**src/rtl/seg_xlate_pkg.sv**
```systemverilog
package seg_xlate_pkg;
  localparam int unsigned NUM_SEG_REGS = 4;
  localparam int unsigned SEL_W        = $clog2(NUM_SEG_REGS);

  typedef enum logic [SEL_W-1:0] {
    SEL_PROG_BASE = 2'd0,
    SEL_PROG_LEN  = 2'd1,
    SEL_DATA_BASE = 2'd2,
    SEL_DATA_LEN  = 2'd3
  } seg_sel_e;
endpackage

```
**src/rtl/seg_regfile.sv**
```systemverilog
module seg_regfile
  import seg_xlate_pkg::*;
#(
  parameter int unsigned PA_W = 16
) (
  input  logic             clk,
  input  logic             rst_n,
  input  logic             priv_kernel,
  input  logic             cfg_we,
  input  logic [SEL_W-1:0] cfg_sel,
  input  logic [PA_W-1:0]  cfg_wdata,
  output logic [PA_W-1:0]  cfg_rdata,
  output logic             cfg_priv_err,
  output logic [PA_W-1:0]  prog_base,
  output logic [PA_W-1:0]  prog_len,
  output logic [PA_W-1:0]  data_base,
  output logic [PA_W-1:0]  data_len
);
  logic [PA_W-1:0] regs_q [NUM_SEG_REGS];
  logic [PA_W-1:0] regs_d [NUM_SEG_REGS];
  logic            wr_en;
  logic            err_d, err_q;

  assign wr_en = cfg_we & priv_kernel;
  assign err_d = cfg_we & ~priv_kernel;

  genvar gi;
  generate
    for (gi = 0; gi < NUM_SEG_REGS; gi++) begin : g_reg
      always_comb begin
        regs_d[gi] = regs_q[gi];
        if (wr_en && (cfg_sel == SEL_W'(gi))) regs_d[gi] = cfg_wdata;
      end

      always_ff @(posedge clk or negedge rst_n) begin
        if (!rst_n) regs_q[gi] <= '0;
        else        regs_q[gi] <= regs_d[gi];
      end
    end
  endgenerate

  always_ff @(posedge clk or negedge rst_n) begin
    if (!rst_n) err_q <= 1'b0;
    else        err_q <= err_d;
  end

  assign cfg_rdata    = priv_kernel ? regs_q[cfg_sel] : '0;
  assign cfg_priv_err = err_q;
  assign prog_base    = regs_q[SEL_PROG_BASE];
  assign prog_len     = regs_q[SEL_PROG_LEN];
  assign data_base    = regs_q[SEL_DATA_BASE];
  assign data_len     = regs_q[SEL_DATA_LEN];
endmodule

```
**src/rtl/seg_xlate_port.sv**
```systemverilog
module seg_xlate_port #(
  parameter int unsigned LA_W = 12,
  parameter int unsigned PA_W = 16
) (
  input  logic            req,
  input  logic [LA_W-1:0] la,
  input  logic [PA_W-1:0] base,
  input  logic [PA_W-1:0] len,
  output logic [PA_W-1:0] pa,
  output logic            ok,
  output logic            fault
);
  logic [PA_W-1:0] la_ext;
  logic [PA_W-1:0] sum;
  logic            in_seg;

  assign la_ext = PA_W'(la);
  assign sum    = la_ext + base;
  assign in_seg = la_ext < len;

  always_comb begin
    ok    = req & in_seg;
    fault = req & ~in_seg;
    pa    = ok ? sum : '0;
  end
endmodule

```
**src/rtl/seg_xlate_top.sv**
```systemverilog
module seg_xlate_top
  import seg_xlate_pkg::*;
#(
  parameter int unsigned LA_W = 12,
  parameter int unsigned PA_W = 16
) (
  input  logic             clk,
  input  logic             rst_n,
  input  logic             priv_kernel,
  input  logic             cfg_we,
  input  logic [SEL_W-1:0] cfg_sel,
  input  logic [PA_W-1:0]  cfg_wdata,
  output logic [PA_W-1:0]  cfg_rdata,
  output logic             cfg_priv_err,
  input  logic             fetch_req,
  input  logic [LA_W-1:0]  fetch_la,
  output logic [PA_W-1:0]  fetch_pa,
  output logic             fetch_ok,
  output logic             fetch_fault,
  input  logic             data_req,
  input  logic [LA_W-1:0]  data_la,
  output logic [PA_W-1:0]  data_pa,
  output logic             data_ok,
  output logic             data_fault
);
  logic            rst_s1, rst_s2;
  logic [PA_W-1:0] prog_base, prog_len, data_base, data_len;

  always_ff @(posedge clk or negedge rst_n) begin
    if (!rst_n) begin
      rst_s1 <= 1'b0;
      rst_s2 <= 1'b0;
    end else begin
      rst_s1 <= 1'b1;
      rst_s2 <= rst_s1;
    end
  end

  seg_regfile #(.PA_W(PA_W)) u_regs (
    .clk          (clk),
    .rst_n        (rst_s2),
    .priv_kernel  (priv_kernel),
    .cfg_we       (cfg_we),
    .cfg_sel      (cfg_sel),
    .cfg_wdata    (cfg_wdata),
    .cfg_rdata    (cfg_rdata),
    .cfg_priv_err (cfg_priv_err),
    .prog_base    (prog_base),
    .prog_len     (prog_len),
    .data_base    (data_base),
    .data_len     (data_len)
  );

  seg_xlate_port #(.LA_W(LA_W), .PA_W(PA_W)) u_fetch (
    .req   (fetch_req),
    .la    (fetch_la),
    .base  (prog_base),
    .len   (prog_len),
    .pa    (fetch_pa),
    .ok    (fetch_ok),
    .fault (fetch_fault)
  );

  seg_xlate_port #(.LA_W(LA_W), .PA_W(PA_W)) u_data (
    .req   (data_req),
    .la    (data_la),
    .base  (data_base),
    .len   (data_len),
    .pa    (data_pa),
    .ok    (data_ok),
    .fault (data_fault)
  );
endmodule

```
**config.mk**
```make
export PLATFORM = sky130hd
export DESIGN_NAME = seg_xlate_top
export DESIGN_NICKNAME = d
export VERILOG_FILES = /design/src/rtl/seg_xlate_pkg.sv /design/src/rtl/seg_regfile.sv /design/src/rtl/seg_xlate_port.sv /design/src/rtl/seg_xlate_top.sv
export SDC_FILE = /design/constraint.sdc
export NUM_CORES = 1
export LEC_CHECK = 0
export CAP_MARGIN = 20
export CORE_ASPECT_RATIO = 0.7
export CORE_UTILIZATION = 57
export CTS_CLUSTER_DIAMETER = 100
export DETAILED_ROUTE_END_ITERATION = 10
export GPL_TIMING_DRIVEN = 0
export PLACE_DENSITY = 0.89
export REMOVE_ABC_BUFFERS = 1
export SLEW_MARGIN = 10
export SYNTH_ARGS = -nofsm -noshare
export SYNTH_HDL_FRONTEND = slang
export SYNTH_SLANG_ARGS = --single-unit
```
**constraint.sdc**
```tcl
create_clock -name clk -period 5.3 [get_ports clk]
set_clock_uncertainty 0.1 [all_clocks]
set_input_delay 0.53 -clock clk [delete_from_list [all_inputs] [get_ports clk]]
set_output_delay 0.53 -clock clk [all_outputs]
set_load 0.005 [all_outputs]
```
# After elaboration in Yosys (flattened, before gate mapping)
# Index checks and enable logic that the tools add are counted.
# classes
n_reduce_logical	5
n_bitwise	10
n_addsub	2
n_mux	6
eq_ne	3
magnitude_cmp	3
# op_table
operator	count
16-bit 2-to-1 mux	5
12-bit by 16-bit adder with 16-bit output	2
16-bit binary-select mux with 2-bit select	1
12-bit by 16-bit less-than comparator with 1-bit output	2
1-bit bitwise AND	6
2-bit equality test (second input constant)	2
1-bit logical AND	4
3-bit greater-or-equal comparator (second input constant)	1
1-bit NOT	3
2-bit NOT with 3-bit output	1
2-bit by 1-bit equality test with 1-bit output (second input constant)	1
2-bit logical NOT	1
# totals
wordCells	36
in_bits	48
register_bits	67

# Depth between registers and ports, before layout
# logic_depth
word_depth	5
depth_mapped	9
depth_no_buf	9

# By module
# From an unflattened synthesis, not the netlist that was laid out.
# unflattened
hier_cells	500
hier_area_um2	5121.2
# by_module_without_submodules
mod	seq_area_each_um2	instances	area_per_inst_um2	cells_per_inst
seg_regfile	1626.6	1	2997.9	197
seg_xlate_port (u_data)	0.0	1	1081.0	162
seg_xlate_port (u_fetch)	0.0	1	988.4	138
seg_xlate_top	50.0	1	53.8	3

# Worst setup path after synthesis
# OpenSTA, ideal clock, no wires.
# synth_timing
path_kind	input-to-output
from	in data_la[0]
to	out data_pa[14]
arrival_ps	2143
path_slack_ps	2527
stages	9
path_cell_list	ha_1 inv_1 fa_1 nor2b_1 o31ai_1 a211oi_1 o41ai_1 a21oi_1 mux2i_1
# synth_between
elab_chain_len	3
word_cells_on_any_way	4
classes_between	add/sub (1); order compare (1); mux (1); bitwise (1)
# synth_lines
item	line_no	text
start, declared	seg_xlate_top.sv:21	input logic [LA_W-1:0] data_la,
12-bit by 16-bit less-than comparator with 1-bit output	seg_xlate_port.sv:19	assign in_seg = la_ext < len;
1-bit bitwise AND	seg_xlate_port.sv:22	ok = req & in_seg;
16-bit 2-to-1 mux (*)	seg_xlate_port.sv:24	pa = ok ? sum : '0;
end, declared	seg_xlate_top.sv:22	output logic [PA_W-1:0] data_pa,
# Mark *: on every way between the ends. The rest lies on a longest branch, timed or not.

# Worst setup path after layout
# layout_timing
from	in data_la[2]
to	out data_pa[12]
# Same word-level chain as after synthesis.

==> implementation parameters <==
Parameter                              Value

Routing
  DRT iter0 DRCs    279
  Metal2 WL    roughly 6300 um
  Met3 Routed Length    around 880 um
  Via density per instance    6.12
  Total vias in the final route    between 4,000 and 5,000
  Number of design rule violations left after detail routing    0
  Aggregate routed wire length    about 14,000 um
  Top layer used by detailed routing    met4
  Met1 WL    ~6100 um
  Antenna viol nets, final    0
  Total iterations of the first detailed-routing run    4
  Average wire per cell in the routed design    19.6 um

Floorplan
  Placement row count    28
  Die height    between 80 and 90 um
  Starting density of the core    between 50% and 60%
  Horizontal die dimension    between 100 and 150 um
  Core region area    0.00848 mm^2
  Die Footprint    between 0.009 and 0.01 mm^2
  Top-Level Pins    101

Synth
  Leading cell type by number of instances after synthesis    sky130_fd_sc_hd__dfrtp_1
  Fraction of synthesis flops using an asynchronous set or reset pin    between 90% and 100%
  List of most frequent post-synthesis cells    sky130_fd_sc_hd__dfrtp_1 (67), sky130_fd_sc_hd__mux2_2 (63), sky130_fd_sc_hd__ha_1 (46), sky130_fd_sc_hd__inv_1 (38), sky130_fd_sc_hd__nor2_1 (31)
  Cell types with the largest area share after synthesis    sky130_fd_sc_hd__dfrtp_1 (33%), sky130_fd_sc_hd__mux2_2 (14%), sky130_fd_sc_hd__ha_1 (11%)
  Count of state elements after synthesis    67
  Share of the synthesized area in the top cell type    roughly a third
  Count of cell types in the netlist    60
  Synthesized cell area    roughly 0.0050 mm^2
  Post-synth EDFFs    0
  Count of yosys warnings during synthesis    0
  Cell type contributing the most total cell area after synthesis    sky130_fd_sc_hd__dfrtp_1
  Post-synthesis cell count    about 470
  Sequential element share of the synthesized area    approximately a third
  Post-synth top flop    sky130_fd_sc_hd__dfrtp_1
  Average cell area after synthesis    ~11 um^2

Clock tree
  Number of CTS-inserted buffers    9
  Number of buffers added to fix hold violations after cts    0
  Source-to-sink clock delay at the later pin of the worst-skew pair    0.33 ns
  CTS H-tree lvls    3
  Deepest clock path buffer count    2
  Clock tree from TritonCTS    done
  Cells resized by post-CTS repair    0
  Clock tree root driver cell    sky130_fd_sc_hd__clkbuf_16
  Clock transition at the registers of the reported paths    around 0.060 ns
  Number of buffers inserted to repair setup after CTS    0
  Clock sink count    67

STA
  Final Worst Setup Slack    between 1 and 1.5 ns
  Worst hold margin    about 0.25 ns
  Slew of the pin with the lowest slew margin    0.944 ns
  Count of pins over their slew limit    0
  RSZ-0062 raised after global routing    no
  Relative slew margins    36.8%
  Fmax    235 MHz
  Final Hold Vio Count    0
  Crit path time final    approximately 4.2 ns
  Final-layout setup total negative slack    0 ns
  Final-report setup violation count    0
  Fraction of the cycle the final worst path needs    80.2%

Power
  Internal power consumption    between 0.0015 and 0.002 W
  Share of total power in sequential cells    between 30% and 40%
  Pwr Density    roughly 370 mW/mm^2
  Sw frac    around 34%
  Net Sw Power    a little over 0.0008 W
  P_leak    ~2.8 nW
  Power share of the clock group    between 20% and 30%
  Maximum vdd ir drop    198 uV
  Comb power frac    between 40% and 50%

Global routing
  Largest net degree at the start of global routing    66
  Gr ovfl total    0
  Wire length of the first global-routing pass    approximately 22,000 um
  Global router's overall resource usage    32.0%
  Vias in the first global route    4,421
  Antenna violations before repair    0

Placement
  Final HPWL from detailed placement    between 9000 and 10,000 um
  Gp weighted congestion    0.907
  Instance count after placement with tap cells included    approximately 680
  Pre-CTS setup slack    about 1.2 ns
  Port buffer count    100

Cells and area
  Number of fill cells in the layout    between 500 and 600
  Diode count    0
  Area grow syn2layout    29.2%
  Layout cell share with drive strength beyond 1    19.2%
  Filler-free cell count of the finished design    around 700
  Net count of the finished layout    ~670

Job
  Number of violations of the max-capacitance limit    0

Critical path
  Class of the most critical setup path    in2out
  Largest fanout on the critical path    4
  Kind of end point of the critical path    output port
  Data required time of the worst path    roughly 4.7 ns
  Endpoint arrival time on the critical path    3.62 ns
  CP startpoint kind    input port

Worst hold path
  Tightest Hold Check Type    reg2reg

Outcome
  Status    finished, final reports clean
==> layout by cell type (no fill, tap or decap), drive strengths merged, types with 7 or more instances in the layout <==
| cell type | Yosys | final |
|---|---|---|
| a21o | 10 | 10 |
| a21oi | 16 | 16 |
| and2 | 20 | 20 |
| clkbuf | 4 | 9 |
| clkdlybuf4s50 | 0 | 99 |
| dfrtp | 67 | 67 |
| ha | 46 | 46 |
| inv | 38 | 42 |
| mux2 | 63 | 63 |
| mux4 | 16 | 16 |
| nand2 | 15 | 15 |
| nand2b | 8 | 8 |
| nor2 | 32 | 32 |
| nor3 | 13 | 13 |
| o2111ai | 7 | 7 |
| o21a | 7 | 7 |
| o21ai | 20 | 20 |
| xor2 | 9 | 9 |
==> worst max-delay path, cell delays in order <==
cell                              delay, ns
sky130_fd_sc_hd__clkdlybuf4s50_1       0.45
sky130_fd_sc_hd__ha_1                  0.37
sky130_fd_sc_hd__nor2b_1               0.21
sky130_fd_sc_hd__o31ai_1               0.51
sky130_fd_sc_hd__a211oi_1              0.21
sky130_fd_sc_hd__o41ai_1               0.48
sky130_fd_sc_hd__a21boi_0              0.18
sky130_fd_sc_hd__nor3_1                0.15
sky130_fd_sc_hd__clkdlybuf4s50_1       0.53
==> registers in the layout, summed over array words and instances (netlist names) <==
name,count
u_regs.data_base,16
u_regs.data_len,16
u_regs.prog_base,16
u_regs.prog_len,16
rst_s1,1
rst_s2,1
u_regs.cfg_priv_err,1
==> per-stage QoR <==
stage	utilization, %	cell area, um^2	total power, W
detailed placement	72.0	6100	0.00173
finish	76.4	6480	0.00241
global placement	71.9	6100	0.00167
floorplan	-	4950	0.00131
CTS	75.9	6430	0.00240
global route	76.4	6480	0.00255
==> cell families (layout without fill, tap and decap cells) <==
kind of cell	Yosys count	after routing	share of synthesized area, %
multiplexers	83	83	22.1
flip-flops	67	67	33.4
AO/OA/AOI/OAI	91	91	13.2
adder cells (fa/ha/maj)	48	48	12.3
other	1	1	0.0748
XOR/XNOR	15	15	2.62
AND/OR/NAND/NOR	116	116	12.1
buffers and inverters	51	157	4.14
==> power groups by stage <==
stage | registers, W | logic, W | clock network [W]
6_report | 0.000740 | 0.00101 | 0.000662
3_5_place_dp | 0.000741 | 0.000990 | 0
5_1_grt | 0.000753 | 0.00111 | 0.000688
4_1_cts | 0.000735 | 0.00100 | 0.000665
3_3_place_gp | 0.000729 | 0.000945 | 0
2_1_floorplan | 0.000696 | 0.000618 | 0
==> final timing paths <==
kind	start	endpoint	slack [ns]	cells past startpoint
worst min register to register	rst_s1	rst_s2	0.25	0
worst max register to register	rst_s2	u_regs.data_len[1]	4.20	0
worst min-delay path	rst_s1	rst_s2	0.25	0
min in group asynchronous	rst_n	rst_s2	0.26	1
worst max-delay path	data_la[2]	data_pa[12]	1.05	9
max in group asynchronous	rst_s2	u_regs.data_len[1]	4.20	0
==> area by class of cell <==
cell class / instances / area, um^2 / area share [%]
Clock buffer: 9 / 225 / 3.48
Tap cell: 120 / 150 / 2.32
Clock inverter: 7 / 106 / 1.64
Sequential cell: 67 / 1680 / 25.9
Multi-Input combinational cell: 354 / 3130 / 48.4
Timing Repair Buffer: 103 / 1040 / 16.0
Inverter: 38 / 143 / 2.20
==> layer usage <==
metal	GRT usage, %	vias to the layer above
met1	42.4	2093
met4	13.4	0
met2	52.1	212
met5	0	-
li1	-	1935
met3	5.74	34
Power figures use the tool's default switching activity.
